[config.mk]
export PLATFORM = sky130hd
export DESIGN_NAME = gpio_irq_detect
export DESIGN_NICKNAME = d
export VERILOG_FILES = /design/src/rtl/gpio_irq_pkg.sv /design/src/rtl/gpio_irq_cfg.sv /design/src/rtl/gpio_irq_line.sv /design/src/rtl/gpio_irq_rdmux.sv /design/src/rtl/gpio_irq_detect.sv
export SDC_FILE = /design/constraint.sdc
export NUM_CORES = 1
export LEC_CHECK = 0
export CORE_MARGIN = 2
export CORE_UTILIZATION = 57
export CTS_CLUSTER_SIZE = 20
export DETAILED_ROUTE_END_ITERATION = 8
export GPL_ROUTABILITY_DRIVEN = 0
export HOLD_SLACK_MARGIN = 0.08
export PLACE_DENSITY = 0.82
export SLEW_MARGIN = 30
export SYNTH_ARGS = -nofsm -noshare
export SYNTH_HDL_FRONTEND = slang
export SYNTH_HIERARCHICAL = 1
export SYNTH_SLANG_ARGS = --single-unit
[constraint.sdc]
create_clock -name clk -period 7 [get_ports clk]
set_input_delay 1.75 -clock clk [delete_from_list [all_inputs] [get_ports clk]]
set_output_delay 1.75 -clock clk [all_outputs]
set_load 0.05 [all_outputs]
[src/rtl/gpio_irq_pkg.sv]
// Package: shared register offsets and the register-select type used by the
// GPIO interrupt detector. Offsets are byte addresses on the register bus.
package gpio_irq_pkg;

    localparam logic [11:0] OFF_MODE   = 12'h404;
    localparam logic [11:0] OFF_ANYEDG = 12'h408;
    localparam logic [11:0] OFF_POL    = 12'h40C;
    localparam logic [11:0] OFF_ENABLE = 12'h410;
    localparam logic [11:0] OFF_RAW    = 12'h414;
    localparam logic [11:0] OFF_MASKED = 12'h418;
    localparam logic [11:0] OFF_CLEAR  = 12'h41C;

    typedef enum logic [2:0] {
        RS_NONE,
        RS_MODE,
        RS_ANYEDG,
        RS_POL,
        RS_ENABLE,
        RS_RAW,
        RS_MASKED,
        RS_CLEAR
    } reg_sel_e;

endpackage

[src/rtl/gpio_irq_cfg.sv]
// Module: gpio_irq_cfg
// Decodes the register bus address. Holds the four read/write configuration
// registers and produces a one-cycle clear pulse vector.
// Assumes: ADDR_W >= 12. Writes take effect on the clock edge. Writes to
// status or unmapped offsets are dropped.
module gpio_irq_cfg
    import gpio_irq_pkg::*;
#(
    parameter int NUM_LINES = 8,
    parameter int ADDR_W    = 12
) (
    input  logic                 clk,
    input  logic                 rst_n,
    input  logic                 bus_sel,
    input  logic                 bus_wr,
    input  logic [ADDR_W-1:0]    bus_addr,
    input  logic [NUM_LINES-1:0] bus_wdata,
    output reg_sel_e             reg_sel,
    output logic [NUM_LINES-1:0] mode_q,
    output logic [NUM_LINES-1:0] anyedg_q,
    output logic [NUM_LINES-1:0] pol_q,
    output logic [NUM_LINES-1:0] en_q,
    output logic [NUM_LINES-1:0] clr_pulse
);

    logic wr_en;

    // Address decode: map the offset to a register select
    always_comb begin
        if      (bus_addr == ADDR_W'(OFF_MODE))   reg_sel = RS_MODE;
        else if (bus_addr == ADDR_W'(OFF_ANYEDG)) reg_sel = RS_ANYEDG;
        else if (bus_addr == ADDR_W'(OFF_POL))    reg_sel = RS_POL;
        else if (bus_addr == ADDR_W'(OFF_ENABLE)) reg_sel = RS_ENABLE;
        else if (bus_addr == ADDR_W'(OFF_RAW))    reg_sel = RS_RAW;
        else if (bus_addr == ADDR_W'(OFF_MASKED)) reg_sel = RS_MASKED;
        else if (bus_addr == ADDR_W'(OFF_CLEAR))  reg_sel = RS_CLEAR;
        else                                      reg_sel = RS_NONE;
    end

    assign wr_en = bus_sel && bus_wr;

    // Clear pulse: write data of a clear access, zero otherwise
    always_comb begin
        clr_pulse = '0;
        if (wr_en && reg_sel == RS_CLEAR) clr_pulse = bus_wdata;
    end

    // Configuration registers: reset to zero, load on a matching write
    always_ff @(posedge clk) begin
        if (!rst_n) begin
            mode_q   <= '0;
            anyedg_q <= '0;
            pol_q    <= '0;
            en_q     <= '0;
        end else if (wr_en) begin
            case (reg_sel)
                RS_MODE:   mode_q   <= bus_wdata;
                RS_ANYEDG: anyedg_q <= bus_wdata;
                RS_POL:    pol_q    <= bus_wdata;
                RS_ENABLE: en_q     <= bus_wdata;
                default:   ;
            endcase
        end
    end

endmodule

[src/rtl/gpio_irq_line.sv]
// Module: gpio_irq_line
// Detector for one line. It compares the pin with its previous sample to find
// edges, latches edge hits until they are cleared, and passes the level
// comparison straight through in level mode.
// Assumes: pin is already synchronised. The first sample after reset only
// arms the detector.
module gpio_irq_line (
    input  logic clk,
    input  logic rst_n,
    input  logic pin,
    input  logic level_mode,
    input  logic any_edge,
    input  logic polarity,
    input  logic clr,
    output logic raw
);

    logic prev_q;
    logic armed_q;
    logic edge_q;
    logic rise;
    logic fall;
    logic hit;

    // Edge classification against the previous sample
    always_comb begin
        rise = pin & ~prev_q;
        fall = ~pin & prev_q;
        if (any_edge) hit = armed_q & (rise | fall);
        else          hit = armed_q & (polarity ? rise : fall);
    end

    // Sample history and sticky edge status; a hit outranks a clear
    always_ff @(posedge clk) begin
        if (!rst_n) begin
            prev_q  <= 1'b0;
            armed_q <= 1'b0;
            edge_q  <= 1'b0;
        end else begin
            prev_q  <= pin;
            armed_q <= 1'b1;
            if (level_mode) edge_q <= 1'b0;
            else if (hit)   edge_q <= 1'b1;
            else if (clr)   edge_q <= 1'b0;
        end
    end

    // Raw status: live level match or latched edge
    assign raw = level_mode ? ~(pin ^ polarity) : edge_q;

endmodule

[src/rtl/gpio_irq_rdmux.sv]
// Module: gpio_irq_rdmux
// Forms the masked status and the combined interrupt, and returns read data
// for the selected register.
// Assumes: reads are combinational. The clear and unmapped offsets return zero.
module gpio_irq_rdmux
    import gpio_irq_pkg::*;
#(
    parameter int NUM_LINES = 8
) (
    input  logic                 bus_sel,
    input  reg_sel_e             reg_sel,
    input  logic [NUM_LINES-1:0] mode_q,
    input  logic [NUM_LINES-1:0] anyedg_q,
    input  logic [NUM_LINES-1:0] pol_q,
    input  logic [NUM_LINES-1:0] en_q,
    input  logic [NUM_LINES-1:0] raw_st,
    output logic [NUM_LINES-1:0] bus_rdata,
    output logic                 irq_out
);

    logic [NUM_LINES-1:0] masked;

    assign masked  = raw_st & en_q;
    assign irq_out = |masked;

    // Read data select
    always_comb begin
        bus_rdata = '0;
        if (bus_sel) begin
            case (reg_sel)
                RS_MODE:   bus_rdata = mode_q;
                RS_ANYEDG: bus_rdata = anyedg_q;
                RS_POL:    bus_rdata = pol_q;
                RS_ENABLE: bus_rdata = en_q;
                RS_RAW:    bus_rdata = raw_st;
                RS_MASKED: bus_rdata = masked;
                default:   bus_rdata = '0;
            endcase
        end
    end

endmodule

[src/rtl/gpio_irq_detect.sv]
// Module: gpio_irq_detect (top)
// Per-line interrupt detection for a GPIO port. It is built from a register
// block, one detector per line and a read/combine stage.
// Assumes: pin_in is synchronised to clk. Reset is synchronous and active low.
module gpio_irq_detect
    import gpio_irq_pkg::*;
#(
    parameter int NUM_LINES = 8,
    parameter int ADDR_W    = 12
) (
    input  logic                 clk,
    input  logic                 rst_n,
    input  logic [NUM_LINES-1:0] pin_in,
    input  logic                 bus_sel,
    input  logic                 bus_wr,
    input  logic [ADDR_W-1:0]    bus_addr,
    input  logic [NUM_LINES-1:0] bus_wdata,
    output logic [NUM_LINES-1:0] bus_rdata,
    output logic                 irq_out
);

    reg_sel_e             reg_sel;
    logic [NUM_LINES-1:0] mode_q;
    logic [NUM_LINES-1:0] anyedg_q;
    logic [NUM_LINES-1:0] pol_q;
    logic [NUM_LINES-1:0] en_q;
    logic [NUM_LINES-1:0] clr_pulse;
    logic [NUM_LINES-1:0] raw_st;

    gpio_irq_cfg #(
        .NUM_LINES (NUM_LINES),
        .ADDR_W    (ADDR_W)
    ) u_cfg (
        .clk       (clk),
        .rst_n     (rst_n),
        .bus_sel   (bus_sel),
        .bus_wr    (bus_wr),
        .bus_addr  (bus_addr),
        .bus_wdata (bus_wdata),
        .reg_sel   (reg_sel),
        .mode_q    (mode_q),
        .anyedg_q  (anyedg_q),
        .pol_q     (pol_q),
        .en_q      (en_q),
        .clr_pulse (clr_pulse)
    );

    // One detector per line
    for (genvar i = 0; i < NUM_LINES; i++) begin : g_line
        gpio_irq_line u_line (
            .clk        (clk),
            .rst_n      (rst_n),
            .pin        (pin_in[i]),
            .level_mode (mode_q[i]),
            .any_edge   (anyedg_q[i]),
            .polarity   (pol_q[i]),
            .clr        (clr_pulse[i]),
            .raw        (raw_st[i])
        );
    end

    gpio_irq_rdmux #(
        .NUM_LINES (NUM_LINES)
    ) u_rdmux (
        .bus_sel   (bus_sel),
        .reg_sel   (reg_sel),
        .mode_q    (mode_q),
        .anyedg_q  (anyedg_q),
        .pol_q     (pol_q),
        .en_q      (en_q),
        .raw_st    (raw_st),
        .bus_rdata (bus_rdata),
        .irq_out   (irq_out)
    );

endmodule

Word-level counts from Yosys, hierarchy flattened:

Index checks and enable logic that the tools add are counted.

* bits in latches: 0
* bits of input ports: 32
* flip-flop bits (word level): 49
* memory bits (writable): 0
* memories: 0
* logic and storage cells: 183
* bits in read-only memories: 0

* equality and inequality tests: 14
* $lt $le $gt $ge: 0
* mux-type cells: 51
* reductions and logical operators: 23
* divide/modulo/power cells: 0
* add/sub/neg operators: 0
* bitwise gates (word level): 74
* shift-type cells: 0
* multipliers: 0

Operators by type and width (count)
* == test 12 x 11 -> 1 bit (second input constant): 7
* one-hot mux 8 bit (6 select lines): 1
* 2-to-1 mux 1 bit: 41
* AND 1 bit: 32
* inverter 1 bit: 25
* 2-to-1 mux 3 bit: 7
* 2-to-1 mux 8 bit: 2
* nonzero test 2 bit: 8
* OR reduction 2 bit: 8
* == test 3 bit (second input constant): 4
* AND 8 bit: 1
* OR 1 bit: 8
* AND reduction 2 bit: 4
* OR reduction 8 bit: 1
* bitwise XOR 1 bit: 8
* == test 3 x 2 -> 1 bit (second input constant): 2
* == test 3 x 1 -> 1 bit (second input constant): 1
* logical AND 1 bit: 2

Longest topological paths before layout:

Gate-level depths: netlist of the first run.

* word-level depth: 13
* mapped depth: 8
* mapped depth without buffers: 6

Hierarchy:

The synthesis of the first run kept the hierarchy.

By module, submodules not included
* gpio_irq_cfg: cells each 144, area an instance 1395.1 um2, times used 1, seq. area each 640.6 um2
* gpio_irq_line: cells each 16, area an instance 162.7 um2, times used 8, seq. area each 60.1 um2
* gpio_irq_rdmux: cells each 65, area an instance 541.8 um2, times used 1, seq. area each 0.0 um2

Least setup slack after synthesis of the first run:

No wires, ideal clock.

* path kind: input to output
* from: input bus_addr[0]
* to: output bus_rdata[2]
* stages: 8
* required time: 5.250 ns
* path slack: 1.419 ns
* buffers on the path: 2
* arrival time: 3.831 ns
* cell sequence: nor4_4 > and3_2 > and2_1 > buf_6 > buf_6 > mux2_4 > o221ai_2 > a21oi_1

* longest elaborated chain between the ends: 11
* elaborated cells on any way between the ends: 22
* classes of those cells: eq/ne: 13; mux: 9

Ends and longest elaborated chain
* start, declared: line gpio_irq_detect.sv:16 `input logic [ADDR_W-1:0] bus_addr,`
* == test 12 x 11 -> 1 bit: line gpio_irq_cfg.sv:36 `else if (bus_addr == ADDR_W'(OFF_CLEAR)) reg_sel = RS_CLEAR;`
* 2-to-1 mux 3 bit: line gpio_irq_cfg.sv:36
* 2-to-1 mux 3 bit: line gpio_irq_cfg.sv:35 `else if (bus_addr == ADDR_W'(OFF_MASKED)) reg_sel = RS_MASKED;`
* 2-to-1 mux 3 bit: line gpio_irq_cfg.sv:34 `else if (bus_addr == ADDR_W'(OFF_RAW)) reg_sel = RS_RAW;`
* 2-to-1 mux 3 bit: line gpio_irq_cfg.sv:33 `else if (bus_addr == ADDR_W'(OFF_ENABLE)) reg_sel = RS_ENABLE;`
* 2-to-1 mux 3 bit: line gpio_irq_cfg.sv:32 `else if (bus_addr == ADDR_W'(OFF_POL)) reg_sel = RS_POL;`
* 2-to-1 mux 3 bit: line gpio_irq_cfg.sv:31 `else if (bus_addr == ADDR_W'(OFF_ANYEDG)) reg_sel = RS_ANYEDG;`
* 2-to-1 mux 3 bit *: line gpio_irq_cfg.sv:30 `if (bus_addr == ADDR_W'(OFF_MODE)) reg_sel = RS_MODE;`
* via reg_sel[1]: line gpio_irq_detect.sv:22 `reg_sel_e reg_sel;`
* == test 3 bit (tied with other cells): line gpio_irq_rdmux.sv:30 `case (reg_sel)`
* one-hot mux 8 bit (6 select lines) *: line gpio_irq_rdmux.sv:30
* 2-to-1 mux 8 bit *: line gpio_irq_rdmux.sv:29 `if (bus_sel) begin`
* end, declared: line gpio_irq_detect.sv:18 `output logic [NUM_LINES-1:0] bus_rdata,`

The timed path passes the listed nets; every way through them passes the cells marked *.

Worst setup path in the final report of the first run:

Same ends and word-level chain as after synthesis.

==> flow_summary.toml, run 1 <==
[outcome]
status = "completed"

[floorplan]
initial_core_util_pct = 58.8
fp-row-count = 27
die_y_um = 79.4
dieArea_um2 = 6300
core_um2 = 5510
boundaryPins = 41
die_x_um = 79.4

[cells_and_area]
layout_commonest_cell = "dfxtp_1"
area_growth_pct = 15.5
layout_common_cells = "56 x dfxtp_1, 48 x nand2_1, 41 x mux2i_1, 31 x clkdlybuf4s50_1, 26 x inv_1"
drive_gt1_share_pct = 13.0
antennaDiodeCount = 0
num-fill-cells = 453
fin_nets = 424

[power]
leakage_uw = 0.00171
ir_worst_vdd_mv = 0.0900
pwr_density_cell_nw_per_um2 = 151

[clock_network]
clkTransAtPathRegs_ns = 0.09
root_buffer = "clkbuf_8"
cts.sinks = 56
cts_max_level = 2
cts_tree = "yes"
cts_resized = 0
clk_latency_ns = 0.30
postCtsHoldBufs = 0
clockBufferDepth = 2
cts_setup_buffers = 0
numCtsBuffers = 5

[logic_synthesis]
synth_area_um2 = 3240
yosysWarnings = 6
yosysTopAreaCellShare_pct = 34.6
syn-num-nets = 385
synth_cell_types = 37
syn_avg_cell_area_um2 = 9.61
synthCells = 337
ys_seq_area_share_pct = 34.6
synth.area.top_cells = "dfxtp_1 35%, mux2i_1 13%, ha_1 6.2%, nand2_1 5.6%, nand2b_1 4.6%"
yosys.area.top_type = "dfxtp_1"
synth_seq_cells = 56

[global_routing]
grt_max_degree = 65
grt_antenna_before_repair = 0
globalRoute.busiestLayer = "met2"
overflow = 0
grt_use_met1_pct = 29.4
use_met3_pct = 3.73
grt_usage_pct = 22.5
grt_first_pass_wirelength_mm = 11.2
grt_pass1_vias = 2415
met2_usage_pct = 39.1

[place]
io_buffer_count = 40
dp_hpwl_mm = 4.84

[critical_path]
worstPathRequired_ns = 5.25
critPathMaxFanout = 15
cp-end-kind = "primary output"
timing.rr.start = "g_line[1].u_line/prev_q$_SDFF_PN0_"
startpoint = "bus_addr[0]"
arrival_ns = 4.53
start_kind = "primary input"
critical_path_class = "primary input to primary output"

[timing]
tns_ns = 0
rsz0062_at_grt = "false"
setup_violations = 0
drv_slew = 0
tightest_slew_ns = 0.592
min_period_over_period_pct = 89.8
timing.hold.ws_ns = 0.489
fin_crit_ns = 6.28
hold_viol = 0
relSlewSlack_pct = 60.5
final.setup_skew_ns = 0.00492
fmax_mhz = 159

[route]
vias_per_cell = 5.54
final_antenna_net_count = 0
drt_iter0_markers = 174
drt_wl_total_mm = 6.82
wire_per_inst_um = 15.2
drtPass1Iterations = 4
drc_errors = 0
vias = 2489

[job]
drv_cap = 0

[hold_path]
hold_start = "u_cfg/en_q[7]$_SDFFE_PN0P_"
hold_path_class = "flop to flop"
## metal layers
layer | share of wire, % | vias up
met2 | 48 | 57
met5 | 0 | -
li1 | - | 1259
met3 | 4.3 | 6
met1 | 46 | 1167
met4 | 0.98 | 0
## kinds of logic (layout without fill, tap and decap cells)
family | after synthesis | after routing | share of synthesized area (%)
flops | 56 | 56 | 34.6
mux | 56 | 56 | 18.4
simple gates | 127 | 127 | 23.6
xor+xnor | 8 | 8 | 2.16
buf+inv | 37 | 77 | 5.41
fa+ha+maj | 16 | 16 | 6.18
compound gates | 37 | 37 | 9.70
## registers in the layout, indices dropped and copies added (netlist names)
register,count
u_cfg/mode_q,8
u_cfg/anyedg_q,8
u_cfg/en_q,8
u_cfg/pol_q,8
g_line.u_line/armed_q,8
g_line.u_line/prev_q,8
g_line.u_line/edge_q,8
## where the power goes
group	total, uW	leakage, uW	switching [uW]	internal, uW
logic	58.4	0.00120	28.3	30.0
clock network	180	0.0000510	101	79.2
registers	328	0.000457	3.34	325
total	567	0.00171	132	434
## layout make-up
class                      count  area [um^2]  area share [%]
inverter                      26         97.6            2.61
tap                           72         90.1            2.41
sequential                    56         1120            30.0
clock buffer                   6         82.6            2.21
clock inverter                 2         10.0           0.268
timing repair buffer          43          398            10.6
multi-input combinational    244         1940            51.9
## critical path, stage by stage
cell,delay [ns]
clkdlybuf4s50_1,0.44
nor4_4,0.49
and3_2,0.27
and2_1,0.51
buf_4,0.29
mux2_4,0.32
o221ai_2,0.15
a21oi_1,0.08
buf_4,0.22
## stage by stage
step / total power, uW / utilization, % / cells / setup WS [ns] / cell area (um^2)
after floorplan: 363 / - / 337 / 1.42 / 3240
after global placement: 392 / 66.3 / 441 / 0.754 / 3650
after detailed placement: 394 / 66.3 / 441 / 0.705 / 3650
after CTS: 571 / 67.9 / 449 / 0.717 / 3740
after global routing: 587 / 67.9 / 449 / 0.544 / 3740
final: 567 / 67.9 / 449 / 0.716 / 3740
## synth_stat cells
cell type / instances
buf_4: 1
inv_1: 26
nand4_1: 2
nand2_1: 48
mux2_2: 11
o221ai_1: 11
a21bo_1: 1
and3_2: 1
nor2_2: 1
xnor2_1: 8
and3_1: 1
mux2i_1: 41
nand2b_2: 1
nor3_1: 8
nor4_4: 1
ha_1: 16
and2_1: 17
a22oi_1: 4
and4bb_2: 1
nand2b_1: 24
and3b_1: 8
and4b_1: 2
nand4_2: 5
nor2b_1: 1
o221a_1: 1
clkbuf_1: 4
or2_1: 1
nor3b_1: 1
dfxtp_1: 56
buf_2: 2
nor4bb_1: 3
a21oi_1: 9
buf_6: 4
o221ai_2: 4
mux2_4: 4
a32oi_1: 7
nor4b_1: 1
## final timing paths
check / to / slack [ns] / depth (start not counted)
worst min register to register: u_cfg/en_q[7]$_SDFFE_PN0P_ / 0.49 / 2
worst max-delay path: bus_rdata[2] / 0.72 / 9
worst min-delay path: u_cfg/en_q[7]$_SDFFE_PN0P_ / 0.49 / 2
worst max register to register: g_line[1].u_line/edge_q$_SDFFE_PP0P_ / 5.88 / 5
Note: power is estimated with default switching activity, not from simulation.
==> inputs of run 2 (changes only) <==
CORE_UTILIZATION = 50   (was 57)
PLACE_DENSITY = 0.73   (was 0.82)
clock period = 8 ns   (was 7 ns; I/O delays follow)
==> run 2 against run 1 <==
Against the previous run: combinational power fell by 13%; sequential share of layout area barely moved; hold slack got worse by 0.0012 ns; global-route usage fell by 2.6 points; critical path depth fell by 1; largest power group unchanged; critical endpoint is now bus_rdata[6]; clock power fell by 19%; via count fell by 1.3%; sequential power fell by 13%; design area rose by 0.10%; core utilization fell by 8.6 points; largest cell class unchanged.
==> flow_summary.toml, run 2 (synthesis results as in run 1) <==
[cells_and_area]
area_growth_pct = 15.6
num-fill-cells = 555
layout_common_cells = "56 x dfxtp_1, 48 x nand2_1, 41 x mux2i_1, 39 x clkdlybuf4s50_1, 26 x inv_1"
antennaDiodeCount = 0
multiInputGateArea_um2 = 1940
drive_gt1_share_pct = 10.1
layout_commonest_cell = "dfxtp_1"
seqCellArea_um2 = 1120
fin_nets = 423

[critical_path]
critical_path_class = "primary input to primary output"
path_depth = 8
r2r_cells = 5
crit_family = "buffers and inverters"
arrival_ns = 5.36
crit_top_cell = "clkdlybuf4s50_1"
cp_cell_sequence = "clkdlybuf4s50_1 > nor4_4 > nand4_2 > inv_1 > nor2b_1 > a21bo_1 > o221a_1 > clkdlybuf4s50_1"
start_kind = "primary input"
critPathMaxFanout = 9
cp-end-kind = "primary output"
slowest_delay_ns = 0.81
worstPathRequired_ns = 6.00
slowest_stage = "clkdlybuf4s50_1"
path_buf_inv = 3

[timing]
rsz0062_at_grt = "false"
tns_ns = 0
hold_viol = 0
fin_crit_ns = 7.36
setup_slack_ns = 0.640
final.setup_skew_ns = 0.00572
tightest_slew_ns = 0.615
min_period_over_period_pct = 92.0
drv_slew = 0
fmax_mhz = 136
relSlewSlack_pct = 58.9
setup_violations = 0

[route]
drc_errors = 0
vias = 2457
wire_per_inst_um = 15.2
final_antenna_net_count = 0
drt_iter0_markers = 162
drt_wl_total_mm = 6.88
drtPass1Iterations = 5
vias_per_cell = 5.44

[floorplan]
fp-row-count = 29
boundaryPins = 41
core_um2 = 6310
dieArea_um2 = 7140
initial_core_util_pct = 51.3
die_y_um = 84.5
die_x_um = 84.5

[clock_network]
cts_setup_buffers = 0
numCtsBuffers = 5
cts_tree = "yes"
cts_max_level = 2
root_buffer = "clkbuf_8"
clk_latency_ns = 0.30
clkTransAtPathRegs_ns = 0.09
cts_resized = 0
clockBufferDepth = 2
cts.sinks = 56
postCtsHoldBufs = 0

[global_routing]
grt_pass1_vias = 2430
grt_antenna_before_repair = 0
grt_max_degree = 65
overflow = 0
grt_first_pass_wirelength_mm = 11.6
grt_usage_pct = 20.0

[hold_path]
holdPathStages = 2
hold_path_class = "flop to flop"

[power]
pwr_density_cell_nw_per_um2 = 129
ir_worst_vdd_mv = 0.100
leakage_uw = 0.00168

[outcome]
status = "completed"

[place]
io_buffer_count = 40
pre_cts_slack_ns = 0.668
dp_hpwl_mm = 4.81

[job]
drv_cap = 0
## run 2: cell types whose count changed in the layout (fill, tap and decap cells not counted), sizes merged
cell	before	now
clkdlybuf4s50	31	39
buf	12	3
clkinv	2	1
## run 2: layout make-up
class,instances,area share (%)
clock buffers,6,1.94
clock inverters,1,0.134
inverters,26,2.61
multi-input cells,244,51.9
flip-flops and latches,56,29.9
well taps,77,2.57
repair buffers,42,11.0
## run 2: through the flow
step / hold WS (ns) / instances / util, % / cell area (um^2) / power, uW
global route: 0.512 / 452 / 59.3 / 3740 / 508
global placement: 0.464 / 445 / 58.1 / 3670 / 344
floorplan: 0.448 / 337 / - / 3240 / 318
finish: 0.488 / 452 / 59.3 / 3740 / 484
detailed placement: 0.477 / 445 / 58.1 / 3670 / 345
CTS: 0.491 / 452 / 59.3 / 3740 / 488
## run 2: final timing paths
path,start,slack [ns],end
hold reg to reg,u_cfg/en_q[3]$_SDFFE_PN0P_,0.49,u_cfg/en_q[3]$_SDFFE_PN0P_
setup / recovery,bus_addr[0],0.64,bus_rdata[6]
hold / removal,u_cfg/en_q[3]$_SDFFE_PN0P_,0.49,u_cfg/en_q[3]$_SDFFE_PN0P_
setup reg to reg,g_line[0].u_line/prev_q$_SDFF_PN0_,6.89,g_line[0].u_line/edge_q$_SDFFE_PP0P_
## run 2: where the power goes
group	internal, uW	switching (uW)	total, uW
Combinational	26.2	24.9	51.1
Clock	59.9	85.8	146
Sequential	284	2.77	287
## run 2: worst reg2reg max path, delay by kind of cell (launching register included)
family | cells | cell delay [ns]
flip-flops | 1 | 0.35
AND/OR/NAND/NOR | 1 | 0.19
AO/OA/AOI/OAI | 1 | 0.11
buffers and inverters | 1 | 0.05
adder cells (fa/ha/maj) | 1 | 0.17
multiplexers | 1 | 0.14
## run 2: routing by layer
layer,global-route usage [%],vias up,routed length [um]
li1,-,1263,-
met1,26.0,1154,3270
met2,35.5,36,3340
met3,3.05,4,229
met4,3.61,0,35
met5,0,-,0
==> inputs of run 3 (changes only) <==
clock period = 8.2 ns   (was 8 ns; I/O delays follow)
==> run 3 against run 2 <==
Against the previous run: worst setup slack better by 0.19 ns; clock skew is 0.0021 ns lower; first-iteration DRC count is 35% lower; design area is 0.84% higher; power is 0.93% higher; via count is 2.6% higher; sequential share of layout area is 0.25 points lower; critical path depth is 1 higher; critical endpoint unchanged; highest routed layer unchanged.
==> flow_summary.toml, run 3 (synthesis results as in run 1) <==
[critical_path]
crit_top_cell = "clkdlybuf4s50_1"
path_buf_inv = 3
critical_path_class = "primary input to primary output"
start_kind = "primary input"
critPathMaxFanout = 14
startpoint = "bus_addr[0]"
timing.rr.start = "g_line[0].u_line/prev_q$_SDFF_PN0_"
cp-end-kind = "primary output"
cp_cell_sequence = "clkdlybuf4s50_1 > nor4_4 > and3_2 > and2_1 > buf_4 > nor2b_1 > a21bo_1 > o221a_1 > clkdlybuf4s50_1"
slowest_delay_ns = 0.70
worstPathRequired_ns = 6.15
crit_family = "buffers and inverters"
arrival_ns = 5.32
slowest_stage = "clkdlybuf4s50_1"

[route]
drt_iter0_markers = 106
drc_errors = 0
final_antenna_net_count = 0
vias = 2521
wire_per_inst_um = 15.9
drtPass1Iterations = 4
drt_wl_total_mm = 7.22
vias_per_cell = 5.54

[cells_and_area]
fin_cells = 455
num-fill-cells = 605
final_area_um2 = 3780
layout_commonest_cell = "dfxtp_1"
fin_nets = 425
layout_common_cells = "56 x dfxtp_1, 48 x nand2_1, 41 x mux2i_1, 39 x clkdlybuf4s50_1, 26 x inv_1"
area_growth_pct = 16.6
antennaDiodeCount = 0
drive_gt1_share_pct = 10.8

[outcome]
status = "completed"

[job]
drv_cap = 0

[timing]
fin_crit_ns = 7.37
rsz0062_at_grt = "false"
timing.hold.ws_ns = 0.493
drv_slew = 0
tns_ns = 0
setup_violations = 0
final.setup_skew_ns = 0.00358
fmax_mhz = 136
hold_viol = 0
relSlewSlack_pct = 57.3
tightest_slew_ns = 0.638
min_period_over_period_pct = 89.9

[hold_path]
hold_start = "u_cfg/en_q[6]$_SDFFE_PN0P_"
hold_path_class = "flop to flop"

[clock_network]
clk_latency_ns = 0.30
clkTransAtPathRegs_ns = 0.10
cts_setup_buffers = 0
postCtsHoldBufs = 0
cts_resized = 0
clockBufferDepth = 2
root_buffer = "clkbuf_8"
cts.sinks = 56
cts_max_level = 2
cts_tree = "yes"
numCtsBuffers = 5

[global_routing]
grt_pass1_vias = 2584
overflow = 0
grt_first_pass_wirelength_mm = 12.2
grt_usage_pct = 21.0
grt_max_degree = 65
grt_antenna_before_repair = 0

[power]
power_uw = 489
p_seq_share_pct = 57.4
pwr_density_cell_nw_per_um2 = 129
power.switching_uw = 116
p_sw_share_pct = 23.8
ir_worst_vdd_mv = 0.122
leakage_uw = 0.00169
pwr-share-comb_pct = 10.3
intPower_uw = 372
clkPwrFrac_pct = 32.3

[floorplan]
dieArea_um2 = 7140
boundaryPins = 41
initial_core_util_pct = 51.3
die_x_um = 84.5
die_y_um = 84.5
fp-row-count = 29
core_um2 = 6310

[place]
dp_cells = 447
io_buffer_count = 40
dp_hpwl_mm = 5.06
placed_area_um2 = 3680
-- run 3: metrics by stage --
step           setup slack (ns)  utilization, %
6_report                  0.832            59.8
5_1_grt                   0.634            59.8
3_3_place_gp              0.895            58.3
3_5_place_dp              0.811            58.3
4_1_cts                   0.813            59.8
2_1_floorplan              2.02               -
-- run 3: worst paths after layout --
kind	slack [ns]	endpoint	cells after the start
max	0.83	bus_rdata[6]	9
min	0.49	u_cfg/en_q[6]$_SDFFE_PN0P_	2
max reg2reg	7.09	g_line[0].u_line/edge_q$_SDFFE_PP0P_	5
min reg2reg	0.49	u_cfg/en_q[6]$_SDFFE_PN0P_	2
-- run 3: worst min-delay path, cell delays in order (launching register included) --
cell	delay, ns
dfxtp_1	0.34
nand2_1	0.06
mux2i_1	0.06
-- run 3: per-layer routing --
layer,vias up,global-route usage [%],share of wire (%)
met3,10,3.34,4.6
li1,1268,-,-
met2,41,37.1,50
met1,1202,26.6,44
met4,0,5.92,1.3
met5,-,0,0
-- run 3: area by class of cell --
class	instances	area [um^2]	area share, %
clock buffers	7	86.3	2.29
clock inverters	1	7.51	0.199
inverters	26	97.6	2.58
multi-input cells	244	1940	51.4
flip-flops and latches	56	1120	29.7
well taps	77	96.3	2.55
repair buffers	44	425	11.3
-- run 3: power by group through the flow --
stage               Combinational, uW  Sequential, uW  Clock (uW)
floorplan                        24.2             286           0
global placement                 49.1             286           0
detailed placement               50.5             287           0
CTS                              51.1             280         160
global route                     56.8             281         174
finish                           50.4             280         158
